### src/rtl/evt_flag_pkg.sv
package evt_flag_pkg;
  // Strobes from bus decode to the flag datapath.
  typedef struct packed {
    logic wrHit;   // write addressed to the flag word
    logic rdHit;   // read addressed to the flag word
  } flagStrobes_t;
endpackage

### src/rtl/evt_flag_ctrl.sv
module evt_flag_ctrl
  import evt_flag_pkg::*;
#(
  parameter int ADDR_W    = 8,
  parameter int DATA_W    = 32,
  parameter int NUM_FLAGS = 12,
  parameter logic [ADDR_W-1:0] FLAG_OFFSET = 8'h08
) (
  input  logic                 clk,
  input  logic                 rstN,
  input  logic [ADDR_W-1:0]    busAddr,
  input  logic                 busWrEn,
  input  logic [NUM_FLAGS-1:0] flagQ,
  output flagStrobes_t         strobes,
  output logic [DATA_W-1:0]    busRdData
);
  localparam int PAD_W = DATA_W - NUM_FLAGS;

  logic addrHit;
  assign addrHit = (busAddr == FLAG_OFFSET);

  always_comb begin
    strobes       = '0;
    strobes.wrHit = addrHit && busWrEn;
    strobes.rdHit = addrHit;
  end

  // Read returns the registered flags: writes land only at the clock edge.
  always_comb begin
    if (strobes.rdHit) busRdData = {{PAD_W{1'b0}}, flagQ};
    else               busRdData = '0;
  end

  // other offsets read as zero.
  p_other_offset_zero_r1: assert property (@(posedge clk) disable iff (!rstN)
    (busAddr != FLAG_OFFSET) |-> (busRdData == '0));

  // a read in a write cycle still shows the flags of the previous edge.
  p_read_prewrite_r10: assert property (@(posedge clk) disable iff (!rstN)
    strobes.rdHit |-> (busRdData[NUM_FLAGS-1:0] == flagQ));
endmodule

### src/rtl/evt_flag_datapath.sv
module evt_flag_datapath
  import evt_flag_pkg::*;
#(
  parameter int NUM_FLAGS = 12
) (
  input  logic                 clk,
  input  logic                 rstN,
  input  flagStrobes_t         strobes,
  input  logic [NUM_FLAGS-1:0] wrBits,
  input  logic [NUM_FLAGS-1:0] statusIn,
  input  logic [NUM_FLAGS-1:0] presetIn,
  input  logic [NUM_FLAGS-1:0] enableMask,
  output logic [NUM_FLAGS-1:0] flagQ,
  output logic                 irqOut
);
  logic [NUM_FLAGS-1:0] prevQ;
  logic [NUM_FLAGS-1:0] riseBits;
  logic [NUM_FLAGS-1:0] clrBits;
  logic [NUM_FLAGS-1:0] flagNext;

  genvar i;
  generate
    for (i = 0; i < NUM_FLAGS; i++) begin : g_cell
      assign riseBits[i] = statusIn[i] & ~prevQ[i];
      assign clrBits[i]  = strobes.wrHit & wrBits[i];
      // Set dominates clear so a coincident event is never dropped.
      assign flagNext[i] = riseBits[i] | (flagQ[i] & ~clrBits[i]);

      p_set_on_edge_r3: assert property (@(posedge clk) disable iff (!rstN)
        (statusIn[i] && !prevQ[i]) |=> flagQ[i]);

      p_clear_on_one_r5: assert property (@(posedge clk) disable iff (!rstN)
        (strobes.wrHit && wrBits[i] && !(statusIn[i] && !prevQ[i])) |=> !flagQ[i]);

      p_hold_otherwise_r6: assert property (@(posedge clk) disable iff (!rstN)
        (!(strobes.wrHit && wrBits[i]) && !(statusIn[i] && !prevQ[i]))
          |=> (flagQ[i] == $past(flagQ[i])));

      p_set_beats_clear_r9: assert property (@(posedge clk) disable iff (!rstN)
        (strobes.wrHit && wrBits[i] && statusIn[i] && !prevQ[i]) |=> flagQ[i]);

      p_high_no_reset_r4: assert property (@(posedge clk) disable iff (!rstN)
        (prevQ[i] && statusIn[i] && !flagQ[i] && !(strobes.wrHit && wrBits[i]))
          |=> !flagQ[i]);
    end
  endgenerate

  always_ff @(posedge clk) begin
    if (!rstN) begin
      flagQ <= presetIn;
      prevQ <= statusIn;
    end else begin
      flagQ <= flagNext;
      prevQ <= statusIn;
    end
  end

  assign irqOut = |(flagQ & enableMask);

  // no request can exist with every enable low.
  p_irq_needs_enable_r7: assert property (@(posedge clk) disable iff (!rstN)
    irqOut |-> (enableMask != '0));

  // the first cycle out of reset shows the preset.
  p_preset_load_r8: assert property (@(posedge clk) disable iff (!rstN)
    $rose(rstN) |-> (flagQ == $past(presetIn)));
endmodule

### src/rtl/evt_flag_reg.sv
module evt_flag_reg
  import evt_flag_pkg::*;
#(
  parameter int ADDR_W    = 8,
  parameter int DATA_W    = 32,
  parameter int NUM_FLAGS = 12,
  parameter logic [ADDR_W-1:0] FLAG_OFFSET = 8'h08
) (
  input  logic                 clk,
  input  logic                 rstN,
  input  logic [ADDR_W-1:0]    busAddr,
  input  logic                 busWrEn,
  input  logic [DATA_W-1:0]    busWrData,
  output logic [DATA_W-1:0]    busRdData,
  input  logic [NUM_FLAGS-1:0] statusIn,
  input  logic [NUM_FLAGS-1:0] presetIn,
  input  logic [NUM_FLAGS-1:0] enableMask,
  output logic                 irqOut
);
  flagStrobes_t         strobes;
  logic [NUM_FLAGS-1:0] flagQ;
  logic                 unusedWrBits;

  // reserved write bits reach no storage.
  assign unusedWrBits = ^busWrData[DATA_W-1:NUM_FLAGS];

  evt_flag_ctrl #(
    .ADDR_W(ADDR_W), .DATA_W(DATA_W), .NUM_FLAGS(NUM_FLAGS), .FLAG_OFFSET(FLAG_OFFSET)
  ) ctrl_i (
    .clk(clk), .rstN(rstN), .busAddr(busAddr), .busWrEn(busWrEn),
    .flagQ(flagQ), .strobes(strobes), .busRdData(busRdData)
  );

  evt_flag_datapath #(.NUM_FLAGS(NUM_FLAGS)) dp_i (
    .clk(clk), .rstN(rstN), .strobes(strobes),
    .wrBits(busWrData[NUM_FLAGS-1:0]), .statusIn(statusIn),
    .presetIn(presetIn), .enableMask(enableMask),
    .flagQ(flagQ), .irqOut(irqOut)
  );
endmodule

### config.mk
export PLATFORM = sky130hd
export DESIGN_NAME = evt_flag_reg
export DESIGN_NICKNAME = d
export VERILOG_FILES = /design/src/rtl/evt_flag_pkg.sv /design/src/rtl/evt_flag_ctrl.sv /design/src/rtl/evt_flag_datapath.sv /design/src/rtl/evt_flag_reg.sv
export SDC_FILE = /design/constraint.sdc
export NUM_CORES = 1
export LEC_CHECK = 0
export ABC_AREA = 1
export ABC_CLOCK_PERIOD_IN_PS = 1600
export BUFFER_PORTS_ARGS = -buffer_cell sky130_fd_sc_hd__buf_2
export CORE_MARGIN = 5
export CORE_UTILIZATION = 35
export CTS_BUF_LIST = sky130_fd_sc_hd__clkbuf_8
export CTS_CLUSTER_DIAMETER = 40
export DETAILED_ROUTE_END_ITERATION = 6
export GPL_ROUTABILITY_DRIVEN = 0
export PLACE_DENSITY = 0.86
export SETUP_SLACK_MARGIN = 0.1
export SLEW_MARGIN = 5
export SYNTH_ARGS = -nofsm -noshare
export SYNTH_HDL_FRONTEND = slang
export SYNTH_SLANG_ARGS = --single-unit
### constraint.sdc
create_clock -name clk -period 1.6 [get_ports clk]
set_input_delay 0.16 -clock clk [delete_from_list [all_inputs] [get_ports clk]]
set_output_delay 0.16 -clock clk [all_outputs]
set_load 0.02 [all_outputs]
==> impl_results.md <==
- Max Clk Rate: 728.1 MHz
- WP data required: 1.44 ns
- Worst Slack Setup Final: 0.2266 ns
- CTS buffer count: 3
- Bufs on Longest Clock Path: 2
- RR Endpoint: dp_i.flagQ[11]$_DFF_P_
- Skew final: 0.0002678 ns
- Internal power: 1.077 mW
- Final worst-path cycle share: 85.84%
- Post-synth cell types: 15
- Share of the synthesized area in the top cell type: 39.96%
- Hold WC Path Type: in2reg
- WHS: 0.01375 ns
- Wire per inst: 11.01 um
- Clk root buf: clkbuf_8
- CP most frequent cell: nand2_1
- Startpoint types: register
- Initial Util: 36.03%
- Final Hold Fails: 0
- Post-Syn Instances: 169
- Fin crit period: 1.373 ns
- Worst Path Max Fanout: 3
- Fillers: 338
- Sw Ratio: 24.02%
- Hold path endpoint: dp_i.prevQ[9]$_DFF_P_
- Placed Cells: 281
- Design Area, Final: 1662 sq um
- Register-to-register setup slack: 0.93 ns
- Post-synthesis sequential area ratio: 39.96%
- ANT nets after route: 0
- DR vias: 1206
- FF-to-FF path depth: 3
- Diodes inserted: 0
- Syn Std Cell Area: 1202 sq um
- Core Region: 3337 sq um
- Post-synth ARST share: 0%
- Top-count cell post-synth: nor2_1
- Area post-placement: 1501 sq um
- Clk_lat worst skew: 0.26 ns
- CP Data Arrival Time: 1.21 ns
- Largest net degree at the start of global routing: 15
- Post-CTS Setup Bufs: 0
- Maximum vdd drop: 0.6917 mV
- Top cells by area, synth: dfxtp_1 (40%), buf_4 (12%), a21oi_1 (10%)
- Place WS: 0.4000 ns
- Die area: 4707 sq um
- Global Route Usage Sum: 12.98%
- Nets: 326
- Row count: 21
- Post-DP HPWL: 2526 um
- List of most frequent post-synthesis cells: nor2_1 (28), inv_1 (26), a21oi_1 (24), dfxtp_1 (24), nand2_1 (23)
- Outcome: complete, no violations
- P_leak: 0.9953 nW
- YS warnings: 0
- Die Y: 68.61 um
- Initial antenna violation count: 0
- Ys flop type: dfxtp_1
- Sequential group share of total power: 47.0%
- H-tree levels: 1
- Crit-path cells: nand2_1 > nand2_1 > a221oi_2 > nand3_1 > buf_2
- Clock power frac: 36.5%
- CP max stage delay: 0.32 ns
- Top Family by Delay on Critical Path: flip-flops
- Final Power: 1.417 mW
- Layout cells sized above 1: 33.74%
- DR vias/cell: 4.130
- Worst setup path class: reg2out
- Post-synthesis sequential element count: 24
- Critical Path Slowest Stage Cell: dfxtp_1
- Syn-to-layout area delta: 38.19%
- CP Capture Type: output port
- Sinks on the clock net: 24
- First-pass GRT wire length: 4574 um
- Initial DRT Pass Iterations: 4
- Die W: 68.61 um
- RSZ-0062 raised after global routing: false
- Setup_tns: 0 ns
- First DRT Iteration DRCs: 35
- Finished Core Util: 49.79%
- Final wirelength: 3215 um
- Total of max-cap violations: 0
- GRT Residual Overflow: 0
- Setup violators final: 0
- DRC: 0
- Number of global-route vias before repair: 1063
- P_sw: 0.3403 mW
- Hold Crit Depth: 1
- Pwr Density: 852.7 nW/um^2
- Yosys top cell by area: dfxtp_1
- CTS clock-pin slew for the worst setup and hold paths: 0.08 ns
- Reg2reg start: dp_i.prevQ[11]$_DFF_P_
- Port Buf Inserts: 71
- Post-synth EDFFs: 0
- Mean Syn Cell Area: 7.115 sq um
- Hold Startpoint: statusIn[9]
- I/O pin cnt: 112
- Max-slew violations: 0
- Fin cells: 292
- Buffers & Inverters on Critical Path: 1
- CTS tree: done
- Logic pwr share: 16.4%
logic make-up after synthesis:
family	count (synthesis)	share of synthesized area, %
buffers and inverters	52	24.45
flip-flops	24	39.96
AND/OR/NAND/NOR	65	23.10
AO/OA/AOI/OAI	27	12.18
other	1	0.3119
how the worst max path moves through the flow:
stage	from	endpoint	slack, ns	cells past startpoint
3_3_place_gp	dp_i.flagQ[9]$_DFF_P_	irqOut	0.40	5
6_report	dp_i.flagQ[9]$_DFF_P_	irqOut	0.23	5
4_1_cts	dp_i.flagQ[9]$_DFF_P_	irqOut	0.10	5
5_1_grt	dp_i.flagQ[9]$_DFF_P_	irqOut	0.10	5
3_5_place_dp	dp_i.flagQ[9]$_DFF_P_	irqOut	0.40	5
2_1_floorplan	busAddr[1]	busRdData[10]	0.50	6
sequential cells by signal (all words and copies together) (netlist names):
signal / count
dp_i.flagQ: 12
dp_i.prevQ: 12
final cells by class:
| cell class | instances | area, sq um | area share, % |
|---|---|---|---|
| clock buffer | 3 | 41.29 | 2.485 |
| clock inverter | 1 | 30.03 | 1.807 |
| inverter | 27 | 101.3 | 6.099 |
| multi-input combinational | 112 | 518.0 | 31.17 |
| sequential | 24 | 480.5 | 28.92 |
| tap | 46 | 57.56 | 3.464 |
| timing repair buffer | 79 | 432.9 | 26.05 |
power groups by stage:
stage	Combinational (mW)	Clock [mW]	Sequential, mW
floorplan	0.162	0	0.673
detailed placement	0.214	0	0.679
global route	0.263	0.574	0.673
CTS	0.218	0.537	0.665
global placement	0.211	0	0.678
finish	0.233	0.518	0.667
metal layers:
metal | track usage, % | share of wire, %
met2 | 23.24 | 51
met4 | 2.233 | 0.28
met3 | 3.890 | 8.2
met5 | 0 | 0
met1 | 15.32 | 40
repair_timing:
item / CTS / global route
setup endpoints to repair: 0 / 1
hold endpoints to repair: 2 / 5
hold buffers: 2 / 5
gates resized for setup: 0 / 3
cell usage in the layout, fill, tap and decap left out, drive strengths merged:
cell,instances
a221oi,3
clkbuf,3
nand3,13
bufinv,1
nor2,29
buf,72
dfxtp,24
a21oi,24
nand2,23
conb,20
inv,27
dlygate4sd3,7
No activity file was read; power rests on OpenSTA's default activity.
